<file path="src/rtl/dcc_dec_pkg.sv">
package dcc_dec_pkg;
    typedef enum logic [2:0] {
        FR_PREAMBLE,
        FR_ADDR,
        FR_SEP1,
        FR_INSTR,
        FR_SEP2,
        FR_CHECK,
        FR_TAIL
    } frame_state_t;

    typedef enum logic [1:0] {
        CMD_NONE,
        CMD_RESET,
        CMD_BCAST,
        CMD_LOCO
    } cmd_kind_t;

    localparam int unsigned MAX_STEP = 28;
endpackage

</file>
<file path="src/rtl/dcc_frame_rx.sv">
module dcc_frame_rx
    import dcc_dec_pkg::*;
#(
    parameter int unsigned MIN_PRE = 10,
    parameter int unsigned BYTE_W  = 8
) (
    input  logic              clk,
    input  logic              rst_n,
    input  logic              bit_stb,
    input  logic              bit_val,
    output logic              frm_stb,
    output logic [BYTE_W-1:0] frm_addr,
    output logic [BYTE_W-1:0] frm_instr,
    output logic [BYTE_W-1:0] frm_chk
);
    localparam int unsigned PRE_W = $clog2(MIN_PRE + 1);
    localparam int unsigned CNT_W = $clog2(BYTE_W);
    localparam logic [PRE_W-1:0] PRE_FULL = PRE_W'(MIN_PRE);
    localparam logic [CNT_W-1:0] BIT_LAST = CNT_W'(BYTE_W - 1);

    frame_state_t      state, nxt;
    logic [PRE_W-1:0]  pre_cnt;
    logic [CNT_W-1:0]  bit_cnt;
    logic [BYTE_W-1:0] shreg;
    logic [BYTE_W-1:0] byte_now;
    logic              last_bit;

    assign byte_now = {shreg[BYTE_W-2:0], bit_val};
    assign last_bit = (bit_cnt == BIT_LAST);

    always_comb begin
        nxt = state;
        if (bit_stb) begin
            unique case (state)
                FR_PREAMBLE: if (!bit_val && pre_cnt == PRE_FULL) nxt = FR_ADDR;
                FR_ADDR:     if (last_bit) nxt = FR_SEP1;
                FR_SEP1:     nxt = bit_val ? FR_PREAMBLE : FR_INSTR;
                FR_INSTR:    if (last_bit) nxt = FR_SEP2;
                FR_SEP2:     nxt = bit_val ? FR_PREAMBLE : FR_CHECK;
                FR_CHECK:    if (last_bit) nxt = FR_TAIL;
                FR_TAIL:     nxt = FR_PREAMBLE;
                default:     nxt = FR_PREAMBLE;
            endcase
        end
    end

    always_ff @(posedge clk) begin
        if (!rst_n) state <= FR_PREAMBLE;
        else        state <= nxt;
    end

    always_ff @(posedge clk) begin
        if (!rst_n) begin
            pre_cnt   <= '0;
            bit_cnt   <= '0;
            shreg     <= '0;
            frm_stb   <= 1'b0;
            frm_addr  <= '0;
            frm_instr <= '0;
            frm_chk   <= '0;
        end else begin
            frm_stb <= 1'b0;
            if (bit_stb) begin
                unique case (state)
                    FR_PREAMBLE: begin
                        bit_cnt <= '0;
                        if (!bit_val)                pre_cnt <= '0;
                        else if (pre_cnt != PRE_FULL) pre_cnt <= pre_cnt + 1'b1;
                    end
                    FR_ADDR, FR_INSTR, FR_CHECK: begin
                        shreg   <= byte_now;
                        bit_cnt <= last_bit ? '0 : bit_cnt + 1'b1;
                        if (last_bit) begin
                            if (state == FR_ADDR)  frm_addr  <= byte_now;
                            if (state == FR_INSTR) frm_instr <= byte_now;
                            if (state == FR_CHECK) frm_chk   <= byte_now;
                        end
                    end
                    FR_SEP1, FR_SEP2: pre_cnt <= '0;
                    FR_TAIL: begin
                        pre_cnt <= '0;
                        frm_stb <= bit_val;
                    end
                    default: pre_cnt <= '0;
                endcase
            end
        end
    end

    // the address byte is entered only from a saturated run of ones
    assert_preamble_min_R2: assert property (@(posedge clk) disable iff (!rst_n)
        (state == FR_ADDR && $past(state) == FR_PREAMBLE) |-> $past(pre_cnt) == PRE_FULL);

    // a framed packet is announced for a single clock only
    assert_frame_single_R3: assert property (@(posedge clk) disable iff (!rst_n)
        frm_stb |=> !frm_stb);

    // the frame strobe follows a one bit accepted while in the tail state
    assert_frame_tail_R3: assert property (@(posedge clk) disable iff (!rst_n)
        frm_stb |-> ($past(state) == FR_TAIL && $past(bit_stb) && $past(bit_val)));
endmodule

</file>
<file path="src/rtl/dcc_speed_map.sv">
module dcc_speed_map #(
    parameter int unsigned S_W    = 4,
    parameter int unsigned STEP_W = 5
) (
    input  logic [S_W-1:0]    s_bits,
    input  logic              c_bit,
    output logic [STEP_W-1:0] step,
    output logic              is_stop,
    output logic              is_estop
);
    logic [S_W-1:0] s_less2;

    assign s_less2  = s_bits - S_W'(2);
    assign is_stop  = (s_bits == '0);
    assign is_estop = (s_bits == S_W'(1));

    always_comb begin
        if (is_stop || is_estop) step = '0;
        else                     step = STEP_W'({s_less2, c_bit}) + STEP_W'(1);
    end

    // mapped steps never exceed the top of the table
    always_comb begin
        assert_step_range_R4: assert (step <= STEP_W'(dcc_dec_pkg::MAX_STEP));
    end
endmodule

</file>
<file path="src/rtl/dcc_cmd_exec.sv">
module dcc_cmd_exec
    import dcc_dec_pkg::*;
#(
    parameter int unsigned ADDR_W = 7,
    parameter int unsigned BYTE_W = 8,
    parameter int unsigned STEP_W = 5
) (
    input  logic              clk,
    input  logic              rst_n,
    input  logic              frm_stb,
    input  logic [BYTE_W-1:0] frm_addr,
    input  logic [BYTE_W-1:0] frm_instr,
    input  logic [BYTE_W-1:0] frm_chk,
    input  logic [ADDR_W-1:0] own_addr,
    input  logic [STEP_W-1:0] map_step,
    input  logic              map_stop,
    input  logic              map_estop,
    output logic [STEP_W-1:0] speed_step,
    output logic              dir_fwd,
    output logic              motor_halt,
    output logic              power_cut,
    output logic              pkt_accept
);
    cmd_kind_t kind;
    logic      chk_ok;
    logic      speed_form;

    assign chk_ok     = (frm_chk == (frm_addr ^ frm_instr));
    assign speed_form = (frm_instr[BYTE_W-1 -: 2] == 2'b01);

    always_comb begin
        kind = CMD_NONE;
        if (frm_addr == '0 && frm_instr == '0)
            kind = CMD_RESET;
        else if (frm_addr == '0 && speed_form && frm_instr[3:1] == 3'b000)
            kind = CMD_BCAST;
        else if (frm_addr[BYTE_W-1:ADDR_W] == '0 && frm_addr[ADDR_W-1:0] == own_addr
                 && speed_form)
            kind = CMD_LOCO;
    end

    always_ff @(posedge clk) begin
        if (!rst_n) begin
            speed_step <= '0;
            dir_fwd    <= 1'b0;
            motor_halt <= 1'b1;
            power_cut  <= 1'b0;
            pkt_accept <= 1'b0;
        end else begin
            pkt_accept <= 1'b0;
            if (frm_stb && chk_ok) begin
                unique case (kind)
                    CMD_RESET: begin
                        speed_step <= '0;
                        dir_fwd    <= 1'b0;
                        motor_halt <= 1'b1;
                        power_cut  <= 1'b0;
                        pkt_accept <= 1'b1;
                    end
                    CMD_BCAST: begin
                        speed_step <= '0;
                        motor_halt <= ~frm_instr[0];
                        power_cut  <= frm_instr[0];
                        pkt_accept <= 1'b1;
                    end
                    CMD_LOCO: begin
                        speed_step <= map_step;
                        dir_fwd    <= frm_instr[5];
                        motor_halt <= map_stop;
                        power_cut  <= map_estop;
                        pkt_accept <= 1'b1;
                    end
                    CMD_NONE: ;
                    default: ;
                endcase
            end
        end
    end

    // stop and power cut are never commanded together
    assert_flags_exclusive_R6: assert property (@(posedge clk) disable iff (!rst_n)
        !(motor_halt && power_cut));

    // any halt state carries a zero speed step
    assert_halt_zero_speed_R6: assert property (@(posedge clk) disable iff (!rst_n)
        (motor_halt || power_cut) |-> speed_step == '0);

    // acceptance follows a frame strobe and lasts one clock
    assert_accept_source_R11: assert property (@(posedge clk) disable iff (!rst_n)
        pkt_accept |-> $past(frm_stb));
    assert_accept_pulse_R11: assert property (@(posedge clk) disable iff (!rst_n)
        pkt_accept |=> !pkt_accept);

    // outputs only move when an accepted packet is reported
    assert_hold_unless_accept_R5: assert property (@(posedge clk) disable iff (!rst_n)
        !pkt_accept |-> ($stable(speed_step) && $stable(dir_fwd) && $stable(power_cut)));
endmodule

</file>
<file path="src/rtl/dcc_loco_decoder.sv">
module dcc_loco_decoder #(
    parameter int unsigned MIN_PREAMBLE = 10,
    parameter int unsigned ADDR_W       = 7,
    parameter int unsigned BYTE_W       = 8,
    parameter int unsigned STEP_W       = 5
) (
    input  logic              clk,
    input  logic              rst_n,
    input  logic              bit_stb,
    input  logic              bit_val,
    input  logic [ADDR_W-1:0] own_addr,
    output logic [STEP_W-1:0] speed_step,
    output logic              dir_fwd,
    output logic              motor_halt,
    output logic              power_cut,
    output logic              pkt_accept
);
    logic              frm_stb;
    logic [BYTE_W-1:0] frm_addr, frm_instr, frm_chk;
    logic [STEP_W-1:0] map_step;
    logic              map_stop, map_estop;

    dcc_frame_rx #(.MIN_PRE(MIN_PREAMBLE), .BYTE_W(BYTE_W)) u_frame (
        .clk(clk), .rst_n(rst_n), .bit_stb(bit_stb), .bit_val(bit_val),
        .frm_stb(frm_stb), .frm_addr(frm_addr), .frm_instr(frm_instr), .frm_chk(frm_chk)
    );

    dcc_speed_map #(.S_W(4), .STEP_W(STEP_W)) u_map (
        .s_bits(frm_instr[3:0]), .c_bit(frm_instr[4]),
        .step(map_step), .is_stop(map_stop), .is_estop(map_estop)
    );

    dcc_cmd_exec #(.ADDR_W(ADDR_W), .BYTE_W(BYTE_W), .STEP_W(STEP_W)) u_exec (
        .clk(clk), .rst_n(rst_n), .frm_stb(frm_stb),
        .frm_addr(frm_addr), .frm_instr(frm_instr), .frm_chk(frm_chk),
        .own_addr(own_addr), .map_step(map_step), .map_stop(map_stop), .map_estop(map_estop),
        .speed_step(speed_step), .dir_fwd(dir_fwd), .motor_halt(motor_halt),
        .power_cut(power_cut), .pkt_accept(pkt_accept)
    );
endmodule

</file>
<file path="config.mk">
export PLATFORM = sky130hd
export DESIGN_NAME = dcc_loco_decoder
export DESIGN_NICKNAME = d
export VERILOG_FILES = /design/src/rtl/dcc_dec_pkg.sv /design/src/rtl/dcc_frame_rx.sv /design/src/rtl/dcc_speed_map.sv /design/src/rtl/dcc_cmd_exec.sv /design/src/rtl/dcc_loco_decoder.sv
export SDC_FILE = /design/constraint.sdc
export NUM_CORES = 1
export LEC_CHECK = 0
export BUFFER_PORTS_ARGS = -buffer_cell sky130_fd_sc_hd__clkbuf_2
export CORE_AREA = 5 5 82 84
export CTS_BUF_LIST = sky130_fd_sc_hd__clkbuf_8
export CTS_CLUSTER_DIAMETER = 100
export DETAILED_ROUTE_END_ITERATION = 8
export DIE_AREA = 0 0 87 89
export PLACE_DENSITY = 0.71
export SETUP_SLACK_MARGIN = 0.5
export SLEW_MARGIN = 20
export SYNTH_ARGS = -nofsm -noshare
export SYNTH_HDL_FRONTEND = slang
export SYNTH_SLANG_ARGS = --single-unit
</file>
<file path="constraint.sdc">
create_clock -name clk -period 1.7 [get_ports clk]
set_input_delay 0.255 -clock clk [delete_from_list [all_inputs] [get_ports clk]]
set_output_delay 0.255 -clock clk [all_outputs]
set_load 0.01 [all_outputs]
</file>
* After elaboration in Yosys (flattened, before gate mapping)
Cells that the tools add are included.
** Word-level totals
- Flip-flop bits (word level) :: 51
- Output and inout port bits :: 9
** Operators by class
- Mux-type cells :: 21
- Bitwise gates (word level) :: 4
- Add/subtract/negate cells :: 4
- Eq/ne operators :: 21
- Reductions and logical operators :: 33
** Operators with widths (count)
- 3-bit two-way mux :: 6
- 3-bit case mux with 6 select lines :: 1
- 8-bit logical NOT :: 2
- 3-bit == test, second input constant :: 4
- 2-bit AND reduction :: 6
- 4-bit AND reduction :: 3
- 5-bit case mux with 2 select lines :: 1
- 8-bit == test :: 1
- 2-bit two-way mux :: 4
- 4-bit two-way mux :: 2
- 2-bit by 1-bit != test with 1-bit output, second input constant :: 4
- 4-bit case mux with 2 select lines :: 1
- 8-bit XOR :: 1
- 7-bit == test :: 1
- 1-bit logical AND :: 7
- 3-bit by 2-bit == test with 1-bit output, second input constant :: 2
- 3-bit logical NOT :: 2
- 1-bit case mux with 3 select lines :: 2
- 3-bit case mux with 2 select lines :: 1
- 3-bit AND reduction :: 2
- 2-bit nonzero test :: 3
- 3-bit OR reduction :: 2
- 5-bit by 1-bit adder with 5-bit output, second input constant :: 1
- 5-bit two-way mux :: 1
- other kinds (19) :: 23

* Longest topological paths before layout
- Depth after elaboration :: 10
- Mapped depth :: 8

* Modules after synthesis
From an unflattened synthesis, not the netlist that was laid out.
** Second synthesis, totals
- Cells, all modules :: 322
- Area, all modules :: 2797.7 µm²
** By module, submodules not included
- dcc_frame_rx :: times used 1, area each 1899.3 µm², cells an instance 227
- dcc_cmd_exec :: times used 1, area each 758.2 µm², cells an instance 76
- dcc_speed_map :: times used 1, area each 140.1 µm², cells an instance 19

* Worst setup path after synthesis
No wires, ideal clock.
- Path kind :: reg-to-reg
- Start point :: register u_frame.frm_instr[1]
- End point :: register u_exec.speed_step[1]
- Arrival time :: 1674 ps
- Period minus slack after synthesis :: 1745 ps
- Stages on the path, launching flop included :: 8
- Path slack :: -45 ps
- Data required time :: 1628 ps
- Path buffers :: 0
- Cells stage by stage :: dfxtp_1 inv_1 ha_1 ha_1 nand4_1 nor4b_1 nand2_1 mux2i_1
** On the way
- Word-level cells in the longest chain between the ends :: 8
- Elaborated cells on any way between the ends :: 20
** RTL lines
- start: declaration :: line dcc_frame_rx.sv:13 : output logic [BYTE_W-1:0] frm_instr,
- start signal: assignment :: line dcc_frame_rx.sv:75 : if (state == FR_INSTR) frm_instr <= byte_now;
- 3-bit logical NOT :: line dcc_cmd_exec.sv:35 : else if (frm_addr == '0 && speed_form && frm_instr[3:1] == 3'b000)
- 1-bit logical AND :: line dcc_cmd_exec.sv:35
- 2-bit two-way mux :: line dcc_cmd_exec.sv:35
- 2-bit two-way mux :: line dcc_cmd_exec.sv:33 : if (frm_addr == '0 && frm_instr == '0)
- 2-bit by 1-bit == test with 1-bit output / 2-bit == test (equally long branches) :: line dcc_cmd_exec.sv:52 : unique case (kind)
- 2-bit OR reduction (no line)
- 2-bit nonzero test (no line)
- 2-bit AND reduction (no line)
- end signal: assignment :: line dcc_cmd_exec.sv:67 : speed_step <= map_step;
- end: declaration :: line dcc_cmd_exec.sv:18 : output logic [STEP_W-1:0] speed_step,
Several ways; a longest one is shown, not always the timed one.
A chain may end at the register's enable or synchronous reset.

* Worst setup path after layout
- Start point :: register u_frame.frm_chk[3]
- End point :: register u_exec.motor_halt
** On the way
- Word-level cells in the longest chain between the ends :: 3
** RTL lines
- start: declaration :: line dcc_frame_rx.sv:14 : output logic [BYTE_W-1:0] frm_chk
- start signal: assignment :: line dcc_frame_rx.sv:76 : if (state == FR_CHECK) frm_chk <= byte_now;
- 8-bit == test :: line dcc_cmd_exec.sv:28 : assign chk_ok = (frm_chk == (frm_addr ^ frm_instr));
- 1-bit logical AND :: line dcc_cmd_exec.sv:51 : if (frm_stb && chk_ok) begin
- 2-bit AND reduction (no line)
- end signal: assignment :: line dcc_cmd_exec.sv:62 : motor_halt <= ~frm_instr[0];
- end signal: assignment :: line dcc_cmd_exec.sv:69 : motor_halt <= map_stop;
- end: declaration :: line dcc_cmd_exec.sv:20 : output logic motor_halt,
Every way passes these cells.

==> results.sh <==
export IMPL_yosysWarnings=0
export IMPL_cts_made_buffers=5
export IMPL_dieArea_sq_um=7740
export IMPL_multi_input_area_sq_um=1850
export IMPL_synth_simple_area_share_pct=21.0
export IMPL_drt_antenna_violating_nets=0
export IMPL_async_flop_share_pct=0
export IMPL_worst_path_buf_inv=1
export IMPL_reg2reg_depth=6
export IMPL_cts_sinks=51
export IMPL_rows=28
export IMPL_route_detailed_wl_per_inst_microns=18.7
export IMPL_yosysTopAreaCell="dfxtp_1"
export IMPL_initial_utilization_pct=44.2
export IMPL_grt_max_degree=39
export IMPL_drive_above_1_share_pct=47.7
export IMPL_ctsHoldBuffers=0
export IMPL_cap_violations=0
export IMPL_synth_xor_area_share_pct=11.4
export IMPL_io_buffers=19
export IMPL_relSlewSlack_pct=72.5
export IMPL_startpoint_type="flip-flop"
export IMPL_layout_area_seq_sq_um=1060
export IMPL_cp_max_fo=7
export IMPL_crit_family="compound AO/OA/AOI/OAI gates"
export IMPL_synth_top_family_by_area="simple AND/OR/NAND/NOR gates"
export IMPL_hold_class="in2reg"
export IMPL_cpPeakStageDelay_ns=0.48
export IMPL_synth_fa_ha_area_share_pct=3.38
export IMPL_syn_area_per_cell_sq_um=9.31
export IMPL_power_density_nw_per_um2=593
export IMPL_seq_area_frac_synth_pct=39.4
export IMPL_clk_insertion_delay_late_ns=0.31
export IMPL_cts_path_max_buffers=2
export IMPL_synth_edf_count=0
export IMPL_drtIter0Drc=208
export IMPL_ys_ff_latch=51
export IMPL_synth_fp_nets=296
export IMPL_routed_via_count=2340
export IMPL_dpl_worst_slack_ns=-0.0765
export IMPL_cp_required_ns=1.92
export IMPL_fin_area_sq_um=3810
export IMPL_totalWireLength_microns=7900
export IMPL_grtUsageTotal_pct=17.4
export IMPL_num_fill_cells=409
export IMPL_grt_pass1_wl_microns=10500
export IMPL_coreArea_sq_um=5850
export IMPL_status="complete, but fails checks"
export IMPL_max_freq_mhz=565
export IMPL_h_tree_depth=2
export IMPL_p_leak_nw=1.51
export IMPL_grt_pass1_vias=2189
export IMPL_finalCritPeriodShare_pct=104
export IMPL_slew_violations=0
export IMPL_fin_skew_ns=0.00913
export IMPL_synth_distinct_cells=42
export IMPL_min_period_ns=1.77
export IMPL_worstSetupPathType="reg2reg"
export IMPL_overflow=0
export IMPL_synth_area_leaders="dfxtp_1 (39%), mux2i_1 (12%), xnor3_1 (7.0%)"
export IMPL_syn_to_final_growth_pct=47.2
export IMPL_nNetsFinal=365
export IMPL_die_w_microns=87
export IMPL_synth_compound_area_share_pct=8.22
export IMPL_synthFlopType="dfxtp_1"
export IMPL_synth_top_area_share_pct=39.4
export IMPL_synthMuxAreaShare_pct=12.4
export IMPL_drc=0
export IMPL_peakVddDrop_mv=0.364
export IMPL_synth_cells=278
export IMPL_crit_path_cell_trace="xnor3_1 > and2_4 > o2111ai_2 > o21ba_4 > buf_12 > o31a_1"
export IMPL_antenna_cells=0
export IMPL_syn_area_sq_um=2590
export IMPL_dpl_hpwl_microns=4220
export IMPL_vias_per_cell=5.53
export IMPL_rsz0062_at_grt="yes"
export IMPL_die_height_microns=89
export IMPL_root_buffer="clkbuf_8"
export IMPL_end_kind="flip-flop"
export IMPL_io_pins=20
export IMPL_hold_violations=0
export IMPL_antenna_found_initial=0
export IMPL_critPathSlowestCell="xnor3_1"
export IMPL_min_path_cells=2
export IMPL_worstPathArrival_ns=1.99
export IMPL_setup_viol=7
export IMPL_placed_area_sq_um=3050
export IMPL_violations="setup timing"
export IMPL_cts_reportedPaths_clkPinSlew_ns=0.10
export IMPL_drt_pre_antenna_iters=4
export IMPL_cts_tree="done"
export IMPL_setup_ws_ns=-0.0693
export IMPL_cp_depth=6
export IMPL_worst_pin_slew_ns=0.412
export IMPL_place_congestion=0.847
-- sequential cells by signal, indices dropped and copies added (netlist names), 3 cells and up --
register and count:
u_frame.frm_instr 8, u_frame.frm_addr 8, u_frame.bit_cnt 3, u_exec.speed_step 5
u_frame.frm_chk 8, u_frame.state 3, u_frame.pre_cnt 4, u_frame.shreg 7
-- power breakdown --
| group | internal, W | switching (W) | leakage, nW |
|---|---|---|---|
| registers | 0.00119 | 0.00000308 | 0.423 |
| logic | 0.0000765 | 0.0000777 | 1.02 |
| clock network | 0.000485 | 0.000430 | 0.0618 |
| total | 0.00175 | 0.000511 | 1.51 |
-- final timing paths --
check	start	slack, ns	to
max	u_frame.frm_chk[3]$_SDFFE_PN0P_	-0.07	u_exec.motor_halt$_SDFFE_PN1P_
min	rst_n	0.34	u_exec.dir_fwd$_SDFFE_PN0P_
max reg2reg	u_frame.frm_chk[3]$_SDFFE_PN0P_	-0.07	u_exec.motor_halt$_SDFFE_PN1P_
min reg2reg	u_exec.speed_step[3]$_SDFFE_PN0P_	0.46	u_exec.speed_step[3]$_SDFFE_PN0P_
-- metrics by stage --
step | util (%) | std cells | hold slack (ns) | TNS [ns] | power [W]
finish | 65.1 | 423 | 0.344 | -0.246 | 0.00226
global route | 65.1 | 423 | 0.363 | -0.917 | 0.00233
CTS | 60.2 | 410 | 0.326 | 0 | 0.00223
detailed placement | 52.1 | 384 | 0.446 | -0.419 | 0.00131
global placement | 52.1 | 384 | 0.442 | -0.110 | 0.00131
floorplan | - | 278 | 0.452 | 0 | 0.00128
-- cells by family after synthesis --
| logic type | Yosys count |
|---|---|
| adder cells (fa/ha/maj) | 7 |
| buffers and inverters | 23 |
| XOR/XNOR | 21 |
| AND/OR/NAND/NOR | 111 |
| AO/OA/AOI/OAI | 33 |
| multiplexers | 32 |
| flip-flops | 51 |
-- Yosys cell counts (all sizes together) (2+ instances only) --
| library cell | number |
|---|---|
| nor3 | 5 |
| or3 | 3 |
| dfxtp | 51 |
| a22oi | 3 |
| nand2 | 33 |
| nand4 | 7 |
| and3 | 2 |
| xor2 | 3 |
| mux2i | 31 |
| inv | 9 |
| o21ai | 8 |
| xnor3 | 8 |
| o31ai | 3 |
| buf | 7 |
| nor4 | 3 |
| ha | 7 |
| nor4b | 3 |
| nor2 | 37 |
| nand3 | 7 |
| nor3b | 5 |
| clkbuf | 7 |
| a21oi | 12 |
| xnor2 | 10 |
-- timing repair --
action / in CTS / in global routing
buffers inserted: 18 / 12
gates cloned: 0 / 1
pin swaps: 30 / 23
endpoints found under the setup margin: 50 / 48
hold endpoints to repair: 0 / 0
gates resized for setup: 54 / 44
-- cell usage in the layout, fill, tap and decap left out, drive strengths merged, types with 5 or more instances in the layout --
cell / count
a21oi: 12
buf: 56
clkbuf: 25
dfxtp: 51
ha: 7
inv: 9
mux2i: 31
nand2: 33
nand3: 7
nand4: 7
nor2: 38
nor3: 5
nor3b: 5
o21ai: 8
xnor2: 10
xnor3: 8
-- per-layer routing --
metal | share of wire (%) | global-route usage [%] | up-vias | wire length [microns]
li1 | - | - | 1107 | -
met1 | 39 | 20.9 | 1128 | 3090
met2 | 53 | 31.7 | 86 | 4220
met3 | 4.5 | 3.04 | 19 | 356
met4 | 2.8 | 5.52 | 0 | 225
met5 | 0 | 0 | - | 0
-- final cells by class --
cell class | count | area share [%]
multi-input combinational | 205 | 48.5
sequential | 51 | 27.9
timing repair buffer | 75 | 16.9
tap | 75 | 2.46
clock buffer | 6 | 2.17
clock inverter | 2 | 1.02
inverter | 9 | 0.985
Power figures use the tool's default switching activity.
